<file path="config.mk">
export PLATFORM = sky130hd
export DESIGN_NAME = rtc_match_counter
export DESIGN_NICKNAME = d
export VERILOG_FILES = /design/src/rtl/rtc_match_counter.sv
export SDC_FILE = /design/constraint.sdc
export NUM_CORES = 1
export LEC_CHECK = 0
export ABC_AREA = 1
export BUFFER_PORTS_ARGS = -buffer_cell sky130_fd_sc_hd__buf_4
export CAP_MARGIN = 20
export CELL_PAD_IN_SITES_DETAIL_PLACEMENT = 0
export CELL_PAD_IN_SITES_GLOBAL_PLACEMENT = 1
export CORE_MARGIN = 2
export CORE_UTILIZATION = 31
export DETAILED_ROUTE_END_ITERATION = 10
export PLACE_DENSITY = 0.74
export SYNTH_ARGS = -nofsm -noshare
export SYNTH_HDL_FRONTEND = slang
export SYNTH_SLANG_ARGS = --single-unit
</file>
<file path="constraint.sdc">
create_clock -name clk -period 1.5 [get_ports clk]
set_input_delay 0.075 -clock clk [delete_from_list [all_inputs] [get_ports clk]]
set_output_delay 0.075 -clock clk [all_outputs]
set_load 0.01 [all_outputs]
</file>
<file path="src/rtl/rtc_match_counter.sv">
module rtc_match_counter #(
  parameter int W = 32,
  parameter logic [W-1:0] START = 1
) (
  input  logic         clk,
  input  logic         rst_n,
  input  logic         enable,
  input  logic         tick,
  input  logic [W-1:0] match_val,
  input  logic         int_en,
  input  logic         clear,
  input  logic         dbg_stall,
  input  logic         stall_en,
  output logic [W-1:0] count,
  output logic         raw_stat,
  output logic         masked_stat,
  output logic         irq
);

  logic en_q;
  logic start, run, hit, frozen;

  // stall freezes only outside clock mode, where nothing counts anyway
  assign frozen = stall_en && dbg_stall && !enable;
  assign start  = enable && !en_q;
  assign run    = enable && en_q && tick && !frozen;
  assign hit    = run && (count == match_val);

  always_ff @(posedge clk) begin
    if (!rst_n) begin
      en_q     <= 1'b0;
      count    <= START;
      raw_stat <= 1'b0;
    end else begin
      en_q <= enable;
      if (start)
        count <= START;
      else if (hit)
        count <= '0;
      else if (run)
        count <= count + 1'b1;
      if (hit)
        raw_stat <= 1'b1;
      else if (clear)
        raw_stat <= 1'b0;
    end
  end

  assign masked_stat = raw_stat & int_en;
  assign irq         = masked_stat;

  a_r2_start_loads_one: assert property (@(posedge clk) disable iff (!rst_n)
    (enable && !en_q) |=> (count == START));

  a_r3_step_by_one: assert property (@(posedge clk) disable iff (!rst_n)
    (enable && en_q && tick && count != match_val) |=> (count == $past(count) + 1'b1));

  a_r4_hold_no_tick: assert property (@(posedge clk) disable iff (!rst_n)
    (en_q && enable && !tick) |=> $stable(count));

  a_r4_hold_disabled: assert property (@(posedge clk) disable iff (!rst_n)
    (!enable) |=> $stable(count));

  a_r5_wrap_sets_status: assert property (@(posedge clk) disable iff (!rst_n)
    (enable && en_q && tick && count == match_val) |=> (count == '0 && raw_stat));

  a_r6_clear: assert property (@(posedge clk) disable iff (!rst_n)
    (clear && !(enable && en_q && tick && count == match_val)) |=> !raw_stat);

  a_r7_set_wins: assert property (@(posedge clk) disable iff (!rst_n)
    (clear && enable && en_q && tick && count == match_val) |=> raw_stat);

  a_r9_stall_ignored: assert property (@(posedge clk) disable iff (!rst_n)
    (stall_en && dbg_stall && enable && en_q && tick && count != match_val)
      |=> (count == $past(count) + 1'b1));

endmodule

</file>
==> run_results.csv <==
group,metric,value,unit
outcome,status,"complete, but fails checks",
outcome,violations,"setup timing",
drt,vias,2507,
critical_path,worstRegToRegCells,10,
drt,drt_wl_total,6470,um
critical_path,rr_endpoint,"count[30]",
clock_tree,cts.clk_slew.worst_paths,0.07,ns
critical_path,critPathLaunchType,"flip-flop",
final_layout,drive_above_1_share,41.5,%
pwr,p_clk_share,37.1,%
yosys,synthArstFlopShare,0,%
timing,grt_setup_unrepaired,"true",
drt,drtIter0Drc,83,
timing,max_freq,666,MHz
floorplan,core_area,7140,um^2
timing,final.setup.tns,-0.000852,ns
yosys,synthCells,341,
pwr,irDropWorstVdd,0.330,mV
critical_path,critPathSlowestCell,"dfxtp_4",
yosys,avgSynthCellArea,6.59,um^2
worst_hold_path,min_delay_path_depth,3,
floorplan,rows,31,
yosys,ys_seq_elements,34,
pwr,switching_share,23.9,%
final_layout,seq_area,723,um^2
clock_tree,tritoncts,"done",
critical_path,crit_top_cell,"nand2_1",
placed_design,place_congestion,0.811,
clock_tree,numCtsBuffers,5,
global_route,grt_overflow,0,
critical_path,rrSetupSlack,-0.0009,ns
critical_path,crit_fanout,5,
critical_path,cp_cell_sequence,"nand2_1, buf_4, nor2_1, nand2_2, nor2_2, nand2_1, nand2_1, nand2_1, a21boi_0, nor2_1",
timing,drv_slew,0,
final_layout,multiInputGateArea,1520,um^2
yosys,synth_edf_count,0,
timing,worst_pin_slew,0.327,ns
global_route,antenna_found_initial,0,
pwr,power.density,474,nW/um^2
timing,fin_crit,1.50,ns
critical_path,required,1.67,ns
timing,finalSetupViolations,1,
yosys,yosysWarnings,0,
pwr,p_leak,1.68,nW
placed_design,port_buffers,72,
yosys,syn_nets,382,
critical_path,path_delay_family,"simple AND/OR/NAND/NOR gates",
drt,antenna_violating_nets_post_route,0,
worst_hold_path,hold_path.class,"primary input to flip-flop",
yosys,syn-cell-area,2250,um^2
pwr,combPwrFrac,11.8,%
timing,final.setup.worst_slack,-0.000852,ns
clock_tree,clockRootBuffer,"clkbuf_8",
final_layout,fillers,749,
global_route,grt_pass1_wl,10400,um
clock_tree,cts_num_sinks,34,
drt,via_per_inst,4.28,
drt,drt_pass1_iterations,4,
critical_path,critPathBufInv,1,
floorplan,chipWidth,89.2,um
timing,finClkSkew,0.00783,ns
clock_tree,htree_levels,2,
worst_hold_path,min_from,"enable",
yosys,synth-main-ff-cell,"dfxtp_1",
yosys,synth_cell_types,23,
final_layout,post-route-util,51.9,%
critical_path,critPathArrivalTime,1.67,ns
floorplan,dieArea,7950,um^2
critical_path,r2r_start,"count[7]",
global_route,grt_pass1_vias,2281,
critical_path,cp_slowest_stage_delay,0.38,ns
drt,drt_drc_violations_left,0,
clock_tree,clockBufferDepth,2,
pwr,p_total,1.75,mW
global_route,grt_util_all_layers,17.0,%
critical_path,path_depth,10,
timing,hold_viol,0,
timing,relSlewSlack,78.0,%
floorplan,die_height,89.2,um
yosys,synth-seq-area-share,30.3,%
floorplan,ioPinCount,75,
pwr,p_seq_share,51.1,%
timing,post-route-period-util,100,%
worst_hold_path,hold_end,"en_q",
placed_design,hpwl,5200,um
job,cap_violations,0,
pwr,p_int,1.33,mW
drt,wl_per_cell,11.0,um
pwr,p_switching,418,uW
final_layout,area_growth,64.6,%
floorplan,start_util,31.5,%
critical_path,worst-setup-path-type,"flip-flop to flip-flop",
final_layout,finalNetCount,528,
critical_path,worst_setup_path_end_kind,"flip-flop",
clock_tree,insertion_delay,0.28,ns
global_route,grt_max_degree,17,
final_layout,diodes,0,
worst reg2reg max path, delay by kind of cell, from the launching register on:
| kind | cells | cell delay [ns] |
|---|---|---|
| DFF | 1 | 0.38 |
| buffers and inverters | 1 | 0.15 |
| and+or+nand+nor | 8 | 0.71 |
| AOI/OAI and AO/OA | 1 | 0.17 |
area by class of cell:
type,count,area share (%)
Sequential cell,34,19.5
Clock buffer,7,2.06
Inverter,39,3.96
Tap cell,99,3.35
Multi-Input combinational cell,264,41.1
Timing Repair Buffer,143,30.0
power by group through the flow:
stage / combinational, mW / sequential [mW] / clock (mW)
global placement: 0.197 / 0.927 / 0
global route: 0.229 / 0.895 / 0.710
detailed placement: 0.200 / 0.927 / 0
CTS: 0.206 / 0.905 / 0.674
finish: 0.207 / 0.895 / 0.650
floorplan: 0.0831 / 0.928 / 0
stage by stage:
step                      hold WS, ns  cells  setup WS, ns  instance area (um^2)
after detailed placement        0.278    571        -0.178                  3370
final                          0.0186    586     -0.000852                  3700
after global routing           0.0256    586        -0.132                  3700
after CTS                     0.00280    583       -0.0607                  3610
after floorplan                 0.168    341        0.0334                  2250
after global placement          0.267    571        -0.170                  3370
state kept, by name, indices dropped and copies added (netlist names):
name      count
count        32
en_q          1
raw_stat      1
routing by layer:
layer  vias up  part of all wire, %  track usage [%]  routed length, um
met1      1119                   48             23.2               3100
li1       1334                    -                -                  -
met3         8                  3.1             2.59                201
met5         -                    0                0                  0
met2        46                   48             27.9               3110
met4         0                  1.0             4.48                 65
cells by family after synthesis:
family | synth area share (%)
AOI/OAI and AO/OA | 1.11
xor gates and xnor gates | 19.1
adders and majority gates | 0.556
buffers and inverters | 8.35
DFF | 30.3
and+or+nand+nor | 40.6
cells in the mapped netlist (2+ instances only):
cell type	number	area (um^2)
a21oi_1	2	10.0
buf_6	3	33.8
dfxtp_1	34	681
inv_1	38	143
nand2_1	93	349
nand3_1	16	80.1
nand3_2	3	30.0
nand3b_1	2	15.0
nand4_1	5	31.3
nor2_1	73	274
nor2_2	3	18.8
nor2_4	4	45.0
nor3_1	7	35.0
nor4_1	2	12.5
xnor2_1	14	123
xor2_1	35	307
cells in the final DEF (no fill, tap or decap), drive strengths merged:
master	instances
o21bai	1
ha	1
nor2	80
nand3	19
a21boi	1
nand4	5
nor4	2
clkbuf	7
a21oi	2
dlygate4sd3	1
buf	142
dfxtp	34
xor2	35
nand3b	2
nor3	8
xnor2	14
nand2	94
inv	39
worst max path at each step:
| stage | start | end | slack (ns) |
|---|---|---|---|
| final | count[7] | count[30] | -0.0009 |
| after global placement | count[0] | count[22] | -0.17 |
| after detailed placement | count[1] | count[22] | -0.18 |
| after floorplan | count[1] | count[24] | 0.03 |
| after global routing | count[1] | count[27] | -0.13 |
| after CTS | count[0] | count[18] | -0.06 |
what timing repair did:
| action | in CTS | in global routing |
|---|---|---|
| gates resized for setup | 34 | 25 |
| setup endpoints to repair | 33 | 33 |
| setup buffers | 4 | 3 |
| hold endpoints to repair | 1 | 0 |
| pin swaps | 15 | 16 |
| hold buffers | 1 | 0 |
Note: power is estimated with default switching activity, not from simulation.
